### src/rtl/enc_tx_pkg.sv
// Shared types and default sizes for the encoder command frame transmitter.
package enc_tx_pkg;

    // Sequencer state: idle, shifting a slot, or holding the inter-frame gap.
    typedef enum logic [1:0] {
        ST_IDLE = 2'd0,
        ST_SLOT = 2'd1,
        ST_GAP  = 2'd2
    } tx_state_t;

    localparam int PAY_BITS_DEF  = 16;
    localparam int SLOT_BITS_DEF = 32;
    localparam int LEAD_BITS_DEF = 7;

endpackage

### src/rtl/enc_tx_bit_timer.sv
// Bit timer: splits a slot into SLOT_W bits of CLK_DIV cycles each.
// Assumes CLK_DIV >= 2. Clears whenever run is low, and wraps by itself at
// the end of a slot so that back-to-back slots keep their bit timing.
module enc_tx_bit_timer #(
    parameter int CLK_DIV = 4,
    parameter int SLOT_W  = 32
) (
    input  logic                      clk,
    input  logic                      rst_n,
    input  logic                      run,
    output logic [$clog2(SLOT_W)-1:0] bit_idx,
    output logic                      slot_last,
    output logic                      clk_phase
);
    localparam int DIV_W  = (CLK_DIV > 1) ? $clog2(CLK_DIV) : 1;
    localparam int IDX_W  = $clog2(SLOT_W);
    localparam int HALF   = CLK_DIV / 2;

    logic [DIV_W-1:0] div_q;
    logic [IDX_W-1:0] idx_q;
    logic             bit_end;

    assign bit_end   = (div_q == DIV_W'(CLK_DIV - 1));
    assign slot_last = bit_end && (idx_q == IDX_W'(SLOT_W - 1));
    assign clk_phase = (div_q < DIV_W'(HALF));
    assign bit_idx   = idx_q;

    // Advance the cycle divider and the bit index within a slot.
    always_ff @(posedge clk) begin
        if (!rst_n || !run) begin
            div_q <= '0;
            idx_q <= '0;
        end else if (bit_end) begin
            div_q <= '0;
            idx_q <= (idx_q == IDX_W'(SLOT_W - 1)) ? '0 : idx_q + 1'b1;
        end else begin
            div_q <= div_q + 1'b1;
        end
    end

endmodule

### src/rtl/enc_tx_slot_fmt.sv
// Slot formatter: builds the padded slot word for one payload.
// The word's MSB is sent first: LEAD_W ones, a 0 start bit, the payload
// MSB first, a 1 delimiter, and then ones up to SLOT_W bits.
// Assumes LEAD_W + PAY_W + 2 <= SLOT_W.
module enc_tx_slot_fmt #(
    parameter int PAY_W  = 16,
    parameter int SLOT_W = 32,
    parameter int LEAD_W = 7
) (
    input  logic [PAY_W-1:0]  payload,
    output logic [SLOT_W-1:0] slot_word
);
    localparam int START_POS = LEAD_W;
    localparam int DELIM_POS = LEAD_W + PAY_W + 1;

    // Place each transmitted bit position b at word bit SLOT_W-1-b.
    for (genvar b = 0; b < SLOT_W; b++) begin : g_bit
        if (b == START_POS) begin : g_start
            assign slot_word[SLOT_W-1-b] = 1'b0;
        end else if (b > START_POS && b < DELIM_POS) begin : g_pay
            assign slot_word[SLOT_W-1-b] = payload[PAY_W-1-(b-START_POS-1)];
        end else begin : g_pad
            assign slot_word[SLOT_W-1-b] = 1'b1;
        end
    end

endmodule

### src/rtl/enc_tx_seq.sv
// Frame sequencer: captures the host inputs on an accepted start, walks the
// command frame and the memory frames in turn, times the idle gap before
// each memory frame and raises done for one cycle at the end. Starts are
// ignored unless the sequencer is idle.
module enc_tx_seq
    import enc_tx_pkg::*;
#(
    parameter int PAY_W   = 16,
    parameter int MAX_MDF = 4,
    parameter int GAP_W   = 16
) (
    input  logic                              clk,
    input  logic                              rst_n,
    input  logic                              start,
    input  logic [PAY_W-1:0]                  cdf_payload,
    input  logic [$clog2(MAX_MDF+1)-1:0]      mdf_count,
    input  logic [MAX_MDF*PAY_W-1:0]          mdf_payload,
    input  logic [GAP_W-1:0]                  gap_cycles,
    input  logic                              slot_last,
    output tx_state_t                         state,
    output logic [PAY_W-1:0]                  cur_payload,
    output logic                              done
);
    localparam int SEL_W = $clog2(MAX_MDF + 1);
    localparam int NFR   = MAX_MDF + 1;

    tx_state_t        state_q;
    logic [PAY_W-1:0] frame_q [NFR];
    logic [SEL_W-1:0] cnt_q;
    logic [SEL_W-1:0] sel_q;
    logic [GAP_W-1:0] gap_q;
    logic [GAP_W-1:0] gap_cnt_q;
    logic [SEL_W-1:0] cnt_clamped;
    logic             accept;

    assign accept      = start && (state_q == ST_IDLE);
    assign cnt_clamped = (mdf_count > SEL_W'(MAX_MDF)) ? SEL_W'(MAX_MDF) : mdf_count;
    assign state       = state_q;
    assign cur_payload = frame_q[sel_q];

    // Capture the command payload into slot 0 of the frame store.
    always_ff @(posedge clk) begin
        if (!rst_n) begin
            frame_q[0] <= '0;
        end else if (accept) begin
            frame_q[0] <= cdf_payload;
        end
    end

    // Capture each memory payload into its own entry of the frame store.
    for (genvar k = 0; k < MAX_MDF; k++) begin : g_mdf
        always_ff @(posedge clk) begin
            if (!rst_n) begin
                frame_q[k+1] <= '0;
            end else if (accept) begin
                frame_q[k+1] <= mdf_payload[k*PAY_W +: PAY_W];
            end
        end
    end

    // Capture the frame count and the gap length for the whole transfer.
    always_ff @(posedge clk) begin
        if (!rst_n) begin
            cnt_q <= '0;
            gap_q <= '0;
        end else if (accept) begin
            cnt_q <= cnt_clamped;
            gap_q <= gap_cycles;
        end
    end

    // Move between idle, slot and gap, and track the frame being sent.
    always_ff @(posedge clk) begin
        if (!rst_n) begin
            state_q   <= ST_IDLE;
            sel_q     <= '0;
            gap_cnt_q <= '0;
            done      <= 1'b0;
        end else begin
            done <= 1'b0;
            case (state_q)
                ST_IDLE: begin
                    if (accept) begin
                        state_q <= ST_SLOT;
                        sel_q   <= '0;
                    end
                end
                ST_SLOT: begin
                    if (slot_last) begin
                        if (sel_q < cnt_q) begin
                            sel_q <= sel_q + 1'b1;
                            if (gap_q == '0) begin
                                state_q <= ST_SLOT;
                            end else begin
                                state_q   <= ST_GAP;
                                gap_cnt_q <= gap_q;
                            end
                        end else begin
                            state_q <= ST_IDLE;
                            done    <= 1'b1;
                        end
                    end
                end
                ST_GAP: begin
                    gap_cnt_q <= gap_cnt_q - 1'b1;
                    if (gap_cnt_q == GAP_W'(1)) begin
                        state_q <= ST_SLOT;
                    end
                end
                default: begin
                    state_q <= ST_IDLE;
                end
            endcase
        end
    end

endmodule

### src/rtl/enc_cmd_tx.sv
// Encoder command frame transmitter, top level.
// Joins the sequencer, the bit timer and the slot formatter, and derives the
// line outputs: data selected from the slot word, an enable held for the
// whole transfer, and a bit clock that runs only during slots.
module enc_cmd_tx
    import enc_tx_pkg::*;
#(
    parameter int CLK_DIV = 4,
    parameter int PAY_W   = PAY_BITS_DEF,
    parameter int SLOT_W  = SLOT_BITS_DEF,
    parameter int LEAD_W  = LEAD_BITS_DEF,
    parameter int MAX_MDF = 4,
    parameter int GAP_W   = 16
) (
    input  logic                         clk,
    input  logic                         rst_n,
    input  logic                         start,
    input  logic [PAY_W-1:0]             cdf_payload,
    input  logic [$clog2(MAX_MDF+1)-1:0] mdf_count,
    input  logic [MAX_MDF*PAY_W-1:0]     mdf_payload,
    input  logic [GAP_W-1:0]             gap_cycles,
    output logic                         ser_clk,
    output logic                         ser_data,
    output logic                         ser_oe,
    output logic                         busy,
    output logic                         done
);
    localparam int IDX_W = $clog2(SLOT_W);

    tx_state_t         tx_state;
    logic [PAY_W-1:0]  cur_payload;
    logic [SLOT_W-1:0] slot_word;
    logic [IDX_W-1:0]  bit_idx;
    logic [IDX_W-1:0]  word_pos;
    logic              slot_last;
    logic              clk_phase;
    logic              in_slot;

    enc_tx_seq #(
        .PAY_W   (PAY_W),
        .MAX_MDF (MAX_MDF),
        .GAP_W   (GAP_W)
    ) u_seq (
        .clk         (clk),
        .rst_n       (rst_n),
        .start       (start),
        .cdf_payload (cdf_payload),
        .mdf_count   (mdf_count),
        .mdf_payload (mdf_payload),
        .gap_cycles  (gap_cycles),
        .slot_last   (slot_last),
        .state       (tx_state),
        .cur_payload (cur_payload),
        .done        (done)
    );

    assign in_slot = (tx_state == ST_SLOT);

    enc_tx_bit_timer #(
        .CLK_DIV (CLK_DIV),
        .SLOT_W  (SLOT_W)
    ) u_timer (
        .clk       (clk),
        .rst_n     (rst_n),
        .run       (in_slot),
        .bit_idx   (bit_idx),
        .slot_last (slot_last),
        .clk_phase (clk_phase)
    );

    enc_tx_slot_fmt #(
        .PAY_W  (PAY_W),
        .SLOT_W (SLOT_W),
        .LEAD_W (LEAD_W)
    ) u_fmt (
        .payload   (cur_payload),
        .slot_word (slot_word)
    );

    // Select the current bit, send ones outside slots, and gate the bit clock.
    always_comb begin
        word_pos = IDX_W'(SLOT_W - 1) - bit_idx;
        ser_data = in_slot ? slot_word[word_pos] : 1'b1;
        ser_clk  = in_slot && clk_phase;
        ser_oe   = (tx_state != ST_IDLE);
        busy     = (tx_state != ST_IDLE);
    end

endmodule

### config.mk
export PLATFORM = sky130hd
export DESIGN_NAME = enc_cmd_tx
export DESIGN_NICKNAME = d
export VERILOG_FILES = /design/src/rtl/enc_tx_pkg.sv /design/src/rtl/enc_tx_bit_timer.sv /design/src/rtl/enc_tx_slot_fmt.sv /design/src/rtl/enc_tx_seq.sv /design/src/rtl/enc_cmd_tx.sv
export SDC_FILE = /design/constraint.sdc
export NUM_CORES = 1
export LEC_CHECK = 0
export BUFFER_PORTS_ARGS = -buffer_cell sky130_fd_sc_hd__buf_2
export CAP_MARGIN = 40
export CORE_ASPECT_RATIO = 1.75
export CORE_MARGIN = 3
export CORE_UTILIZATION = 55
export CTS_CLUSTER_DIAMETER = 120
export CTS_CLUSTER_SIZE = 30
export DETAILED_ROUTE_END_ITERATION = 16
export PLACE_DENSITY = 0.88
export SLEW_MARGIN = 20
export SYNTH_ARGS = -nofsm -noshare
export SYNTH_HDL_FRONTEND = slang
export SYNTH_HIERARCHICAL = 1
export SYNTH_SLANG_ARGS = --single-unit
export TNS_END_PERCENT = 10
### constraint.sdc
create_clock -name clk -period 4 [get_ports clk]
set_clock_uncertainty 0.2 [all_clocks]
set_input_delay 0.8 -clock clk [delete_from_list [all_inputs] [get_ports clk]]
set_output_delay 0.8 -clock clk [all_outputs]
set_load 0.01 [all_outputs]
==> qor.txt <==
Max Freq: 0.271 GHz
Max Slew Vio Count: 0
Max-Slew Margin vs Limit: 45.9%
Diodes inserted: 0
Vias per std cell: 5.88
Yosys reg bits: 131
Avg Cell Area, Syn: 12.1 µm²
Min-delay worst type: flop to flop
Leak: 3.02 nW
WP data arrival: 2.69 ns
Area grow syn2layout: 15.3%
R2R cell count: 7
Critical path fanouts, max: 10
Final Non-Filler Cells: 765
Setup TNS: 0 ns
Pwr per Cell Area: 445 nW/µm²
Root buffer cell: clkbuf_16
I/O pins: 107
Mapped cell area: 6440 µm²
Die width: 87.8 µm
Vias in the first global route: 4598
Worst-skew pair later-pin latency: 0.42 ns
Post-Route WL: 15.1 mm
Clock period minus worst slack: 3.69 ns
First-pass GRT wire length: 23.4 mm
CTS sink count: 131
Setup CP Type: flop to output pin
Post-DP HPWL: 11.0 mm
FF-to-FF Start: u_timer/bit_idx[0]$_SDFFE_PP0P_
Mux cell area share after synthesis: 11.2%
CTS H-tree depth: 4
Synth cell types: 64
Hold path cells: 1
PortBufs: 106
Vias: 4498
Synth Area in Simple Gates: 17.9%
Initial core utilization: 57.0%
Crit path capture type: output pin
Number of flops mapped to enable cells by yosys: 80
Worst ir drop on vdd: 332 µV
Setup violations, final: 0
Seq/Total Area, Yosys: 53.1%
Complex-gate fraction of the synthesized area: 8.53%
Global route overflow: 0
Core area: 11300 µm²
Ys async rst share: 0%
FP Rows: 51
Main combinational cell family by area after synthesis: simple AND/OR/NAND/NOR gates
Startpoint type of the worst setup path: flop
Residual DRC: 0
Max cap viols: 0
Layout cells sized above 1: 30.5%
CTS tree: built
Run status: complete, no violations
Syn Inst Count: 534
Die height: 149 µm
Num CTS Buffers: 17
Initial antenna violation count: 0
RSZ-0062 raised after global routing: no
Post-route ant nets: 0
Die ar.: 13100 µm²
Tcrit/Tclk final: 92.2%
Synth area leaders: edfxtp_1 37%, dfxtp_1 16%, and2_1 8.3%, mux4_2 5.6%, buf_4 3.8%
Required time worst endpoint: 3.00 ns
Post-CTS Setup Repair Bufs: 0
Adder-Cell Fraction of Synth Area: 1.55%
NumNets Final: 730
Slew @ Worst Pin: 0.808 ns
Largest net degree at the start of global routing: 62
WL/cell: 19.8 µm
Clock slew at reported path FFs: 0.06 ns
GRT Overall Usage: 24.1%
Top_reg_cell synth: edfxtp_1
Yosys top cell area share: 37.3%
Iteration-0 DRC Markers: 391
Hold path start: u_timer/div_q[0]$_SDFF_PP0_
Placed instance count: 733
Final Hold Vio Count: 0
Yosys warnings: 6
Yosys top cell by area: edfxtp_1
Gpl congestion: 0.887
Synth Area in XOR/XNOR: 0.816%
Clock Path Buffers: 2
Pre-Repair DR Iteration Count: 5
kinds of logic after synthesis:
kind of cell               Yosys count
DFF                                131
other                                2
AOI/OAI and AO/OA                   74
muxes                               50
xor gates and xnor gates             6
and+or+nand+nor                    192
adders and majority gates            8
buffers and inverters               71
synth_stat cells (2+ instances only):
cell and n:
xor2_1 4, inv_1 10, nor3b_1 2, nor4_1 4
nor3_2 2, a2bb2oi_1 3, and3_1 2, a211oi_1 2
nand3_1 13, nor2b_1 3, nor4_4 2, ha_1 8
a22oi_1 5, buf_6 3, nand4_1 7, nand3b_1 2
buf_2 7, dfxtp_1 51, a31oi_1 5, nand2b_1 7
nor3_1 5, and2_1 85, nor2_1 15, mux2_2 16
nand2_1 28, a21oi_1 15, conb_1 2, o211ai_1 4
or3_1 3, o21ai_0 6, and2b_1 2, edfxtp_1 80
mux4_2 16, o21a_1 4, clkbuf_1 16, buf_4 33
mux2i_1 18, a22o_1 17, xnor2_1 2
routing by layer:
layer / track usage (%) / part of all wire (%) / routed length (µm) / vias to the layer above
li1: - / - / - / 2087
met1: 25.7 / 33 / 5020 / 2139
met2: 43.2 / 56 / 8470 / 226
met3: 5.97 / 6.8 / 1020 / 46
met4: 11.8 / 4.1 / 625 / 0
met5: 0 / 0 / 0 / -
stage by stage:
stage	worst slack (ns)	total power [W]	area, µm²	hold slack, ns	utilization (%)
after floorplan	0.449	0.00180	6490	0.204	-
after global placement	0.659	0.00186	6870	0.215	60.8
after detailed placement	0.519	0.00188	6870	0.229	60.8
after CTS	0.0315	0.00331	7430	0.237	65.7
after global routing	0.164	0.00340	7430	0.277	65.8
final	0.310	0.00330	7430	0.234	65.8
sequential cells by signal (all words and copies together) (netlist names), named ones only:
register,cells
u_seq/gap_q,16
u_seq/gap_cnt_q,16
u_seq/cnt_q,3
u_seq/frame_q,80
u_timer/div_q,2
u_seq/done,1
u_timer/bit_idx,5
u_seq/state,2
u_seq/sel_q,3
cell type report:
type | instances | area, µm²
fillers | 771 | 3870
flip-flops and latches | 131 | 3420
multi-input cells | 346 | 2640
repair buffers | 114 | 603
clock buffers | 18 | 429
well taps | 132 | 165
clock inverters | 14 | 128
inverters | 10 | 37.5
worst max-delay path, cell delays in order, from the launching register on:
cell and delay [ns]:
dfxtp_2 0.55, mux4_2 0.57, mux2_2 0.28, mux2i_1 0.17, a22oi_1 0.13, a311oi_2 0.27, nand4_1 0.14, buf_2 0.16
final timing paths:
path,end,slack [ns]
max,ser_data,0.31
min,u_timer/div_q[0]$_SDFF_PP0_,0.23
max reg2reg,u_seq/gap_cnt_q[8]$_SDFFE_PN0P_,1.04
min reg2reg,u_timer/div_q[0]$_SDFF_PP0_,0.23
placed cells by master (no fill, tap or decap), types with 6 or more instances in the layout:
cell,netlist,routed
dfxtp_1,51,50
a22o_1,17,17
mux2i_1,18,18
buf_4,33,7
nand4_1,7,7
mux4_2,16,16
a21oi_1,15,15
conb_1,2,16
nor2_1,15,15
nand3_1,13,13
buf_2,7,106
mux2_2,16,16
clkbuf_16,0,17
o21ai_0,6,6
nand2b_1,7,7
nand2_1,28,28
edfxtp_1,80,80
and2_1,85,85
inv_1,10,9
ha_1,8,8
where the power goes:
group	internal, W	switching (W)
combinational	0.000138	0.000129
clock	0.000858	0.000586
sequential	0.00154	0.0000566
total	0.00253	0.000771
what timing repair did:
action,in CTS,in global routing
hold buffers,0,0
resized for setup,0,1
endpoints found under the setup margin,0,1
Note: power is estimated with default switching activity, not from simulation.
